**config.mk**
```make
export PLATFORM = sky130hd
export DESIGN_NAME = txpkt_fifo
export DESIGN_NICKNAME = d
export VERILOG_FILES = /design/src/rtl/txpkt_fifo.sv
export SDC_FILE = /design/constraint.sdc
export NUM_CORES = 1
export LEC_CHECK = 0
export BUFFER_PORTS_ARGS = -buffer_cell sky130_fd_sc_hd__buf_2
export CORE_ASPECT_RATIO = 0.7
export CORE_MARGIN = 8
export CORE_UTILIZATION = 25
export CTS_CLUSTER_SIZE = 8
export DETAILED_ROUTE_END_ITERATION = 8
export SKIP_LAST_GASP = 1
export SLEW_MARGIN = 15
export SYNTH_ARGS = -nofsm -noshare
export SYNTH_HDL_FRONTEND = slang
export SYNTH_SLANG_ARGS = --single-unit
```
**constraint.sdc**
```tcl
create_clock -name clk -period 7.71 [get_ports clk]
set_input_delay 1.9275 -clock clk [delete_from_list [all_inputs] [get_ports clk]]
set_output_delay 1.9275 -clock clk [all_outputs]
set_load 0.05 [all_outputs]
```
**src/rtl/txpkt_fifo.sv**
```systemverilog
module txpkt_fifo #(
  parameter int DEPTH = 64,
  parameter int DW    = 8,
  localparam int PTR_W = $clog2(DEPTH),
  localparam int CNT_W = $clog2(DEPTH + 1)
) (
  input  logic             clk,
  input  logic             rst_n,
  input  logic             flush_ctl,
  input  logic             wr_en,
  input  logic [DW-1:0]    wr_data,
  input  logic             eom_set,
  output logic             eom_pending,
  input  logic             rd_en,
  output logic [DW-1:0]    rd_data,
  output logic             rd_eom,
  output logic             empty,
  output logic             full,
  output logic [CNT_W-1:0] free_cnt,
  input  logic [CNT_W-1:0] lwm_thresh,
  input  logic             clr_space,
  input  logic             clr_lwm,
  input  logic             ie_space,
  input  logic             ie_lwm,
  output logic             stat_space,
  output logic             stat_lwm,
  output logic             irq
);

  logic [DW:0]      mem [DEPTH];
  logic [PTR_W-1:0] wr_ptr, rd_ptr;
  logic [CNT_W-1:0] count;
  logic             flush_q;

  wire flush_rise = flush_ctl & ~flush_q;
  wire do_wr      = wr_en & ~full & ~flush_rise;
  wire do_rd      = rd_en & ~empty & ~flush_rise;
  wire space_ev   = do_rd & full;
  wire lwm_ev     = do_rd & ~do_wr & (count == lwm_thresh);

  assign empty    = (count == '0);
  assign full     = (count == CNT_W'(DEPTH));
  assign free_cnt = CNT_W'(DEPTH) - count;
  assign rd_data  = mem[rd_ptr][DW-1:0];
  assign rd_eom   = mem[rd_ptr][DW];
  assign irq      = (stat_space & ie_space) | (stat_lwm & ie_lwm);

  function automatic logic [PTR_W-1:0] bump(input logic [PTR_W-1:0] p);
    return (p == PTR_W'(DEPTH - 1)) ? '0 : p + 1'b1;
  endfunction

  always_ff @(posedge clk) begin
    if (do_wr) mem[wr_ptr] <= {eom_pending | eom_set, wr_data};
  end

  always_ff @(posedge clk) begin
    if (!rst_n) begin
      flush_q     <= 1'b0;
      wr_ptr      <= '0;
      rd_ptr      <= '0;
      count       <= '0;
      eom_pending <= 1'b0;
      stat_space  <= 1'b0;
      stat_lwm    <= 1'b0;
    end else begin
      flush_q    <= flush_ctl;
      stat_space <= space_ev | (stat_space & ~clr_space);
      stat_lwm   <= lwm_ev | (stat_lwm & ~clr_lwm);
      if (flush_rise) begin
        wr_ptr      <= '0;
        rd_ptr      <= '0;
        count       <= '0;
        eom_pending <= 1'b0;
      end else begin
        if (do_wr) wr_ptr <= bump(wr_ptr);
        if (do_rd) rd_ptr <= bump(rd_ptr);
        count       <= count + CNT_W'(do_wr) - CNT_W'(do_rd);
        eom_pending <= do_wr ? 1'b0 : (eom_pending | eom_set);
      end
    end
  end

  AST_COUNT_BOUND: assert property (@(posedge clk) disable iff (!rst_n)
    free_cnt <= CNT_W'(DEPTH));
  AST_FULL_HOLDS: assert property (@(posedge clk) disable iff (!rst_n)
    (full && !rd_en && !flush_rise) |=> full);
  AST_SPACE_SET: assert property (@(posedge clk) disable iff (!rst_n)
    (full && rd_en && !flush_rise) |=> stat_space);
  AST_LWM_SET: assert property (@(posedge clk) disable iff (!rst_n)
    (rd_en && !empty && !wr_en && !flush_rise &&
     free_cnt == CNT_W'(DEPTH) - lwm_thresh) |=> stat_lwm);
  AST_FLUSH_EMPTY: assert property (@(posedge clk) disable iff (!rst_n)
    flush_rise |=> (empty && !eom_pending));
  AST_EOM_DROP: assert property (@(posedge clk) disable iff (!rst_n)
    (wr_en && !full && !flush_rise) |=> !eom_pending);
  AST_IRQ_MASKED: assert property (@(posedge clk) disable iff (!rst_n)
    (!ie_space && !ie_lwm) |-> !irq);

endmodule

```
==> run_results.csv, run 1 <==
group,metric,value,unit
setup_path,cp_max_fo,42,
die,pin_count,47,
synthesis,netlist_area,0.0238,mm2
global_routing,grt_pass1_wl,81700,um
die,die-area,0.106,mm2
die,floorplan.initialDensity,25.3,%
setup_path,cp_cell_sequence,"buf_4, buf_4, mux4_2, mux2i_1, a211oi_1, a32o_1, buf_2",
setup_path,required,5.78,ns
drt,post-route-drc-count,0,
final_layout,drive_above_1_share,23.3,%
setup_path,slowest_stage,"dfxtp_4",
synthesis,synth_nets,1232,
die,coreArea,0.0942,mm2
clocking,cts.repair.resized,0,
die,die_y,274,um
synthesis,yosysWarnings,0,
timing,relSlewSlack,22.7,%
run_status,outcome,"finished, final reports clean",
setup_path,crit_end,"rd_data[0]",
synthesis,ys_seq_area_share,75.0,%
final_layout,nNetsFinal,1311,
clocking,cts_tree,"yes",
synthesis,ys_types,48,
run,maxCapViolCount,0,
clocking,cts_hold_buf,0,
timing,setup_viol,0,
synthesis,synth_cells,1192,
global_routing,grt_util_met3,3.93,%
power,p_int,5.95,mW
global_routing,antenna_found_initial,2,
drt,wl_per_cell,21.9,um
drt,postRouteAntennaNets,0,
die,die_width,385,um
setup_path,crit_type,"flop to output port",
worst_hold_path,hold_path.class,"flop to flop",
clocking,clk_pin_slew,0.05,ns
power,peakVddDrop,0.153,mV
clocking,postCtsSetupRepairBufs,0,
drt,via_per_inst,4.61,
synthesis,ys_top_cells_by_area,"edfxtp_1 (73%), mux4_2 (13%), dfxtp_1 (2.4%)",
final_layout,synthToLayoutAreaGrowth,16.2,%
clocking,htree_num_levels,3,
global_routing,busiest_layer,"met1",
place,hpwl,33700,um
timing,tns,0,ns
timing,hold_viol,0,
timing,fin_crit_sh,79.2,%
final_layout,design_area,0.0277,mm2
power,power.density,284,mW/mm2
power,power.switching,1.91,mW
global_routing,grt.met2_usage,14.6,%
setup_path,r2r-end,"mem[6][7]",
timing,worst_slew_pin_slew,1.16,ns
timing,rsz0062_at_grt,"false",
synthesis,synth_enable_flop_cells,576,
timing,timing.fmax,164,MHz
power,power,7.86,mW
setup_path,worstPathArrival,4.18,ns
drt,num_vias,11700,
synthesis,syn_area_per_cell,20.0,um2
global_routing,globalRouteOverflowTotal,0,
timing,fin_skew,0.0191,ns
drt,drt_iter0_drc,1357,
setup_path,reg2reg_depth,8,
clocking,cts_num_sinks,605,
setup_path,critPathMaxStageDelay,0.83,ns
synthesis,async_flop_share,0,%
clocking,clock_latency,0.61,ns
power,p_sw_share,24.3,%
setup_path,setup.worst_path.end_class,"output port",
drt,drt-total-wl,55600,um
synthesis,synth_ff_type,"edfxtp_1",
clocking,cts_max_path_buffers,3,
worst_hold_path,hold_path.startpoint,"rd_ptr[0]",
drt,firstDrtPassIters,5,
power,seq_power_share,46.8,%
timing,slew_viol_final,0,
clocking,numCtsBuffers,85,
synthesis,yosysTopAreaCell,"edfxtp_1",
timing,period_needed,6.11,ns
power,p_clk_share,42.1,%
place,placed_area,0.0253,mm2
final_layout,final_common_cell,"edfxtp_1",
global_routing,grt_use_total,10.4,%
power,p_leak,8.25,nW
global_routing,grtUsageMet1,14.9,%
synthesis,synth_top_area_share,72.6,%
clocking,root_buffer,"clkbuf_16",
synthesis,ys_ff_latch,605,
die,row_count,94,
global_routing,grt_pass1_vias,11900,
setup_path,r2r_start,"count[1]",
setup_path,reg2reg_slack,3.92,ns
place,place_congestion,0.809,
global_routing,grt_start_max_net_pins,66,
timing,holdWs,0.572,ns
setup_path,cpMostUsedCell,"buf_4",
final_layout,utilization,29.4,%
power,pwr-share-comb,11.1,%
final_layout,final_cell_mix,"edfxtp_1 (576), mux4_2 (137), nor2_1 (96)",
place,portBuffers,46,
setup_path,start_kind,"flop",
==> layer usage <==
metal / share of wire [%] / vias up
li1: - / 5007
met1: 45 / 6169
met2: 43 / 465
met3: 9.8 / 78
met4: 1.8 / 2
met5: 0.21 / -
==> critical path: cells and delay by family (launching register included) <==
kind	cells	cell delay [ns]
buf+inv	3	1.08
compound gates	2	1.23
flops	1	0.83
mux	2	0.38
==> power by group through the flow <==
| stage | clock network (mW) | registers, mW | logic (mW) |
|---|---|---|---|
| after floorplan | 0 | 3.71 | 0.674 |
| after global placement | 0 | 3.74 | 0.865 |
| after detailed placement | 0 | 3.75 | 0.874 |
| after CTS | 3.36 | 3.68 | 0.878 |
| after global routing | 3.50 | 3.68 | 0.932 |
| final | 3.31 | 3.68 | 0.872 |
==> Yosys cell counts, types with 9 or more instances <==
library cell  number
a211oi_1          15
a21oi_1           11
a22oi_1           15
buf_2             16
buf_4             13
buf_6             10
clkbuf_1          21
dfxtp_1           29
edfxtp_1         576
ha_1              14
inv_1             15
mux2i_1           42
mux4_2           137
nand2_1           28
nand3_1            9
nor2_1            97
nor2b_1           13
o22ai_1           17
xnor2_1           15
xor2_1             9
==> worst min path at each step <==
stage | to | cells after the start | slack (ns)
global placement | flop | 2 | 0.54
CTS | flop | 2 | 0.57
floorplan | flop | 2 | 0.51
detailed placement | flop | 2 | 0.56
finish | flop | 2 | 0.57
global route | flop | 2 | 0.62
==> kinds of logic after synthesis <==
logic type	after synthesis	share of synthesized area (%)
compound gates	98	2.90
simple gates	186	3.55
buf+inv	84	2.06
mux	180	14.8
flops	605	75.0
fa+ha+maj	15	0.819
xor+xnor	24	0.882
==> per-stage QoR <==
stage / instances / setup slack (ns)
global placement: 2432 / 2.39
finish: 2543 / 1.60
global route: 2543 / 1.52
CTS: 2542 / 1.77
detailed placement: 2432 / 2.42
floorplan: 1192 / 2.93
==> area by class of cell <==
| type | instances | area, um2 |
|---|---|---|
| Timing Repair Buffer | 61 | 388 |
| Sequential cell | 605 | 17900 |
| Fill cell | 9059 | 66500 |
| Clock inverter | 7 | 108 |
| Clock buffer | 103 | 2220 |
| Multi-Input combinational cell | 503 | 5460 |
| Inverter | 15 | 56.3 |
| Tap cell | 1248 | 1560 |
| Antenna cell | 1 | 2.50 |
==> flip-flops by register name, indices dropped and copies added (netlist names), named ones only <==
name and cells:
mem 576, count 7, rd_ptr 6, wr_ptr 6, eom_pending 1, flush_q 1, stat_lwm 1, stat_space 1
(Power assumes the default switching activity.)
==> inputs of run 2 (changes only) <==
Clock period 7.71 ns to 6.17 ns, I/O delays scaled along.
==> run 2 against run 1 <==
Net effect:
- register-to-register slack got worse by 1.5 ns
- via count rose by 0.99%
- final cell count rose by 0.67%
- power rose by 26%
==> run_results.csv, run 2 (synthesized netlist as in run 1, its figures left out) <==
group,metric,value,unit
setup_path,worstPathArrival,3.71,ns
die,die-area,0.106,mm2
power,p_leak,8.31,nW
clocking,htree_num_levels,3,
power,p_sw_share,24.1,%
timing,setup_viol,0,
setup_path,crit_type,"flop to output port",
setup_path,start_kind,"flop",
final_layout,drive_above_1_share,23.6,%
drt,via_per_inst,4.62,
clocking,numCtsBuffers,85,
setup_path,critPathMaxStageDelay,0.73,ns
final_layout,design_area,0.0278,mm2
die,pin_count,47,
timing,timing.fmax,190,MHz
final_layout,largest_reg_flops,576,
final_layout,reg.largest.list,"mem: 576 flops, count: 7 flops",
timing,worst_slew_pin_slew,1.07,ns
timing,fin_skew,0.0178,ns
clocking,root_buffer,"clkbuf_16",
global_routing,grt_pass1_vias,12100,
place,dpl.cell_count,2440,
timing,relSlewSlack,26.6,%
timing,tns,0,ns
place,pre_cts_ws,1.50,ns
clocking,clk_pin_slew,0.05,ns
global_routing,globalRouteOverflowTotal,0,
global_routing,grt_pass1_wl,84500,um
die,row_count,94,
drt,postRouteAntennaNets,0,
final_layout,nFillCells,9108,
power,pwr-share-comb,11.3,%
place,place_congestion,0.812,
setup_path,cp_cell_sequence,"buf_12, buf_4, mux4_2, nor2_1, a211oi_1, a32o_1, buf_2",
power,p_clk_share,42.4,%
power,power.switching,2.39,mW
setup_path,cp_max_fo,44,
power,seq_power_share,46.3,%
timing,hold_viol,0,
final_layout,finalNonFillerCells,2560,
final_layout,final_common_cell,"edfxtp_1",
die,coreArea,0.0942,mm2
setup_path,slowest_stage,"dfxtp_4",
power,p_int,7.53,mW
final_layout,nNetsFinal,1319,
timing,setup_ws,0.918,ns
place,portBuffers,46,
drt,post-route-drc-count,0,
power,power.density,357,mW/mm2
drt,num_vias,11800,
clocking,cts_tree,"yes",
clocking,cts.repair.resized,0,
timing,slew_viol_final,0,
clocking,cts_num_sinks,605,
global_routing,grt_use_total,10.7,%
timing,rsz0062_at_grt,"false",
run,maxCapViolCount,0,
drt,wl_per_cell,22.5,um
worst_hold_path,hold_path.class,"flop to flop",
place,placed_area,0.0254,mm2
final_layout,synthToLayoutAreaGrowth,16.7,%
drt,drt_iter0_drc,1315,
run_status,outcome,"finished, final reports clean",
power,peakVddDrop,0.215,mV
timing,holdWs,0.554,ns
setup_path,setup.worst_path.end_class,"output port",
setup_path,required,4.63,ns
timing,fin_crit_sh,85.1,%
final_layout,final_cell_mix,"edfxtp_1 (576), mux4_2 (137), nor2_1 (97)",
place,hpwl,35000,um
clocking,clock_latency,0.59,ns
clocking,postCtsSetupRepairBufs,0,
global_routing,grt_start_max_net_pins,66,
clocking,cts_max_path_buffers,3,
die,die_width,385,um
timing,period_needed,5.25,ns
global_routing,antenna_found_initial,2,
final_layout,largest-register,"mem",
die,floorplan.initialDensity,25.3,%
drt,drt-total-wl,57600,um
drt,firstDrtPassIters,7,
die,die_y,274,um
clocking,cts_hold_buf,0,
run 2: layer usage:
metal | vias to the layer above | part of all wire, % | global-route usage, %
met5 | - | 0 | 0
met1 | 6240 | 44 | 15.1
li1 | 5026 | - | -
met3 | 72 | 11 | 4.62
met2 | 499 | 43 | 15.2
met4 | 0 | 1.7 | 2.59
run 2: final timing paths:
kind / startpoint / end / slack [ns] / depth (start not counted)
worst max-delay path: flop / rd_eom / 0.92 / 7
worst max register to register: count[0] / mem[24][4] / 2.44 / 8
worst min register to register: rd_ptr[1] / flop / 0.55 / 2
worst min-delay path: rd_ptr[1] / flop / 0.55 / 2
run 2: worst max-delay path, delay by kind of cell, from the launching register on:
family | cells | cell delay, ns
flops | 1 | 0.73
simple gates | 1 | 0.04
compound gates | 2 | 0.78
mux | 1 | 0.31
buf+inv | 3 | 1.15
run 2: power groups by stage:
stage	Sequential [mW]	Combinational (mW)	Clock (mW)
6_report	4.59	1.12	4.20
5_1_grt	4.60	1.20	4.44
4_1_cts	4.60	1.13	4.28
3_5_place_dp	4.67	1.12	0
3_3_place_gp	4.67	1.11	0
2_1_floorplan	4.63	0.842	0
run 2: layout make-up:
cell class                 instances  area, um2  share of cell area [%]
sequential                       605      17900                    64.3
timing repair buffer              69        455                    1.64
clock buffer                     115       2330                    8.40
tap                             1248       1560                    5.62
inverter                          15       56.3                   0.203
antenna                            2       5.00                  0.0180
multi-input combinational        503       5460                    19.6
clock inverter                     3       41.3                   0.149
run 2: per-stage QoR:
| stage | power (mW) | utilization (%) |
|---|---|---|
| global placement | 5.78 | 27.0 |
| finish | 9.92 | 29.5 |
| floorplan | 5.47 | - |
| global route | 10.2 | 29.5 |
| detailed placement | 5.80 | 27.0 |
| CTS | 10.0 | 29.5 |
==> inputs of run 3 (changes only) <==
Settings changed: CTS_CLUSTER_DIAMETER set to 60.
Clock period 6.17 ns to 6.6 ns, I/O delays scaled along.
==> run 3 against run 2 <==
Net effect:
- power decreased by 7.4%
- global-route usage fell by 0.10 points
- setup slack better by 0.27 ns
==> run_results.csv, run 3 (synthesized netlist as in run 1, its figures left out) <==
group,metric,value,unit
run_status,outcome,"finished, final reports clean",
die,die_y,274,um
worst_hold_path,min_path_cells,2,
global_routing,grt_use_total,10.6,%
clocking,root_buffer,"clkbuf_16",
power,peakVddDrop,0.193,mV
timing,fin_skew,0.0206,ns
final_layout,finalNonFillerCells,2556,
final_layout,final_cell_mix,"edfxtp_1 (576), mux4_2 (137), nor2_1 (97)",
die,coreArea,0.0942,mm2
timing,timing.fmax,185,MHz
clocking,clk_pin_slew,0.05,ns
place,portBuffers,46,
place,dpl.cell_count,2432,
worst_hold_path,hold_path.startpoint,"rd_ptr[1]",
clocking,cts.repair.resized,0,
setup_path,reg2reg_depth,15,
timing,worst_slew_pin_slew,1.16,ns
final_layout,nNetsFinal,1311,
die,floorplan.initialDensity,25.3,%
drt,drt_iter0_drc,1358,
drt,postRouteAntennaNets,0,
setup_path,cp_max_fo,39,
timing,rsz0062_at_grt,"false",
setup_path,crit_type,"flop to output port",
drt,via_per_inst,4.63,
final_layout,final_common_cell,"edfxtp_1",
timing,tns,0,ns
timing,fin_crit_sh,81.9,%
place,place_congestion,0.836,
power,p_clk_share,41.9,%
clocking,numCtsBuffers,85,
die,die-area,0.106,mm2
die,die_width,385,um
power,p_leak,8.25,nW
place,hpwl,35200,um
worst_hold_path,hold_path.class,"flop to flop",
clocking,postCtsSetupRepairBufs,0,
setup_path,required,4.95,ns
power,p_sw_share,24.1,%
setup_path,reg2reg_slack,2.64,ns
power,p_int,6.98,mW
die,pin_count,47,
power,seq_power_share,46.8,%
timing,slew_viol_final,0,
final_layout,largest-register,"mem",
final_layout,reg.largest.list,"mem: 576 flops, count: 7 flops",
timing,setup_viol,0,
setup_path,r2r_start,"count[1]",
drt,firstDrtPassIters,5,
drt,post-route-drc-count,0,
clocking,cts_hold_buf,0,
drt,drt-total-wl,56800,um
global_routing,antenna_found_initial,2,
final_layout,largest_reg_flops,576,
timing,relSlewSlack,22.4,%
die,row_count,94,
clocking,cts_num_sinks,605,
setup_path,worstPathArrival,3.76,ns
global_routing,grt_pass1_wl,83400,um
clocking,cts_tree,"yes",
power,power.density,332,mW/mm2
final_layout,synthToLayoutAreaGrowth,16.3,%
drt,wl_per_cell,22.2,um
setup_path,start_kind,"flop",
timing,period_needed,5.41,ns
global_routing,grt_pass1_vias,12100,
timing,hold_viol,0,
global_routing,globalRouteOverflowTotal,0,
drt,num_vias,11800,
setup_path,r2r-end,"count[6]",
clocking,clock_latency,0.62,ns
run,maxCapViolCount,0,
power,power.switching,2.21,mW
final_layout,drive_above_1_share,23.0,%
global_routing,grt_start_max_net_pins,66,
setup_path,setup.worst_path.end_class,"output port",
power,pwr-share-comb,11.2,%
clocking,cts_max_path_buffers,3,
clocking,htree_num_levels,3,
run 3: power by group through the flow:
| stage | Clock, mW | Combinational, mW | Sequential [mW] |
|---|---|---|---|
| detailed placement | 0 | 1.03 | 4.38 |
| floorplan | 0 | 0.787 | 4.33 |
| global route | 4.08 | 1.10 | 4.31 |
| finish | 3.85 | 1.03 | 4.30 |
| CTS | 3.93 | 1.04 | 4.31 |
| global placement | 0 | 1.02 | 4.37 |
run 3: worst max-delay path by stage:
stage	startpoint	end	slack [ns]	depth (start not counted)
final	flop	rd_data[6]	1.19	7
after detailed placement	flop	rd_data[6]	1.79	7
after global routing	flop	rd_data[6]	0.89	7
after CTS	flop	rd_data[6]	1.12	7
after global placement	flop	rd_data[6]	1.81	7
after floorplan	flop	rd_data[7]	2.10	7
run 3: layout make-up:
type,count,area (um2)
Antenna cell,1,2.50
Multi-Input combinational cell,503,5460
Fill cell,9060,66500
Tap cell,1248,1560
Inverter,15,56.3
Clock inverter,6,56.3
Sequential cell,605,17900
Clock buffer,117,2270
Timing Repair Buffer,61,408
run 3: routing by layer:
layer | track usage, % | share of wire, % | vias to the layer above | wire [um]
li1 | - | - | 5014 | -
met1 | 15.0 | 44 | 6228 | 25100
met2 | 15.0 | 43 | 532 | 24200
met3 | 4.52 | 12 | 72 | 6660
met4 | 2.63 | 1.5 | 0 | 866
met5 | 0 | 0 | - | 0
run 3: stage by stage:
stage          worst slack, ns  instance area (um2)  util [%]  total power, mW  hold slack (ns)
6_report                  1.19                27700      29.4             9.19            0.549
5_1_grt                  0.894                27700      29.4             9.49            0.614
4_1_cts                   1.12                27700      29.4             9.27            0.561
3_5_place_dp              1.79                25400      26.9             5.41            0.565
3_3_place_gp              1.81                25400      26.9             5.40            0.551
2_1_floorplan             2.10                23800         -             5.12            0.506
run 3: critical path: stages, from the launching register on:
cell      delay, ns
dfxtp_4        0.88
buf_12         0.36
buf_12         0.29
mux4_2         0.55
o221ai_1       0.32
o31ai_1        0.16
a32o_1         0.28
buf_2          0.23
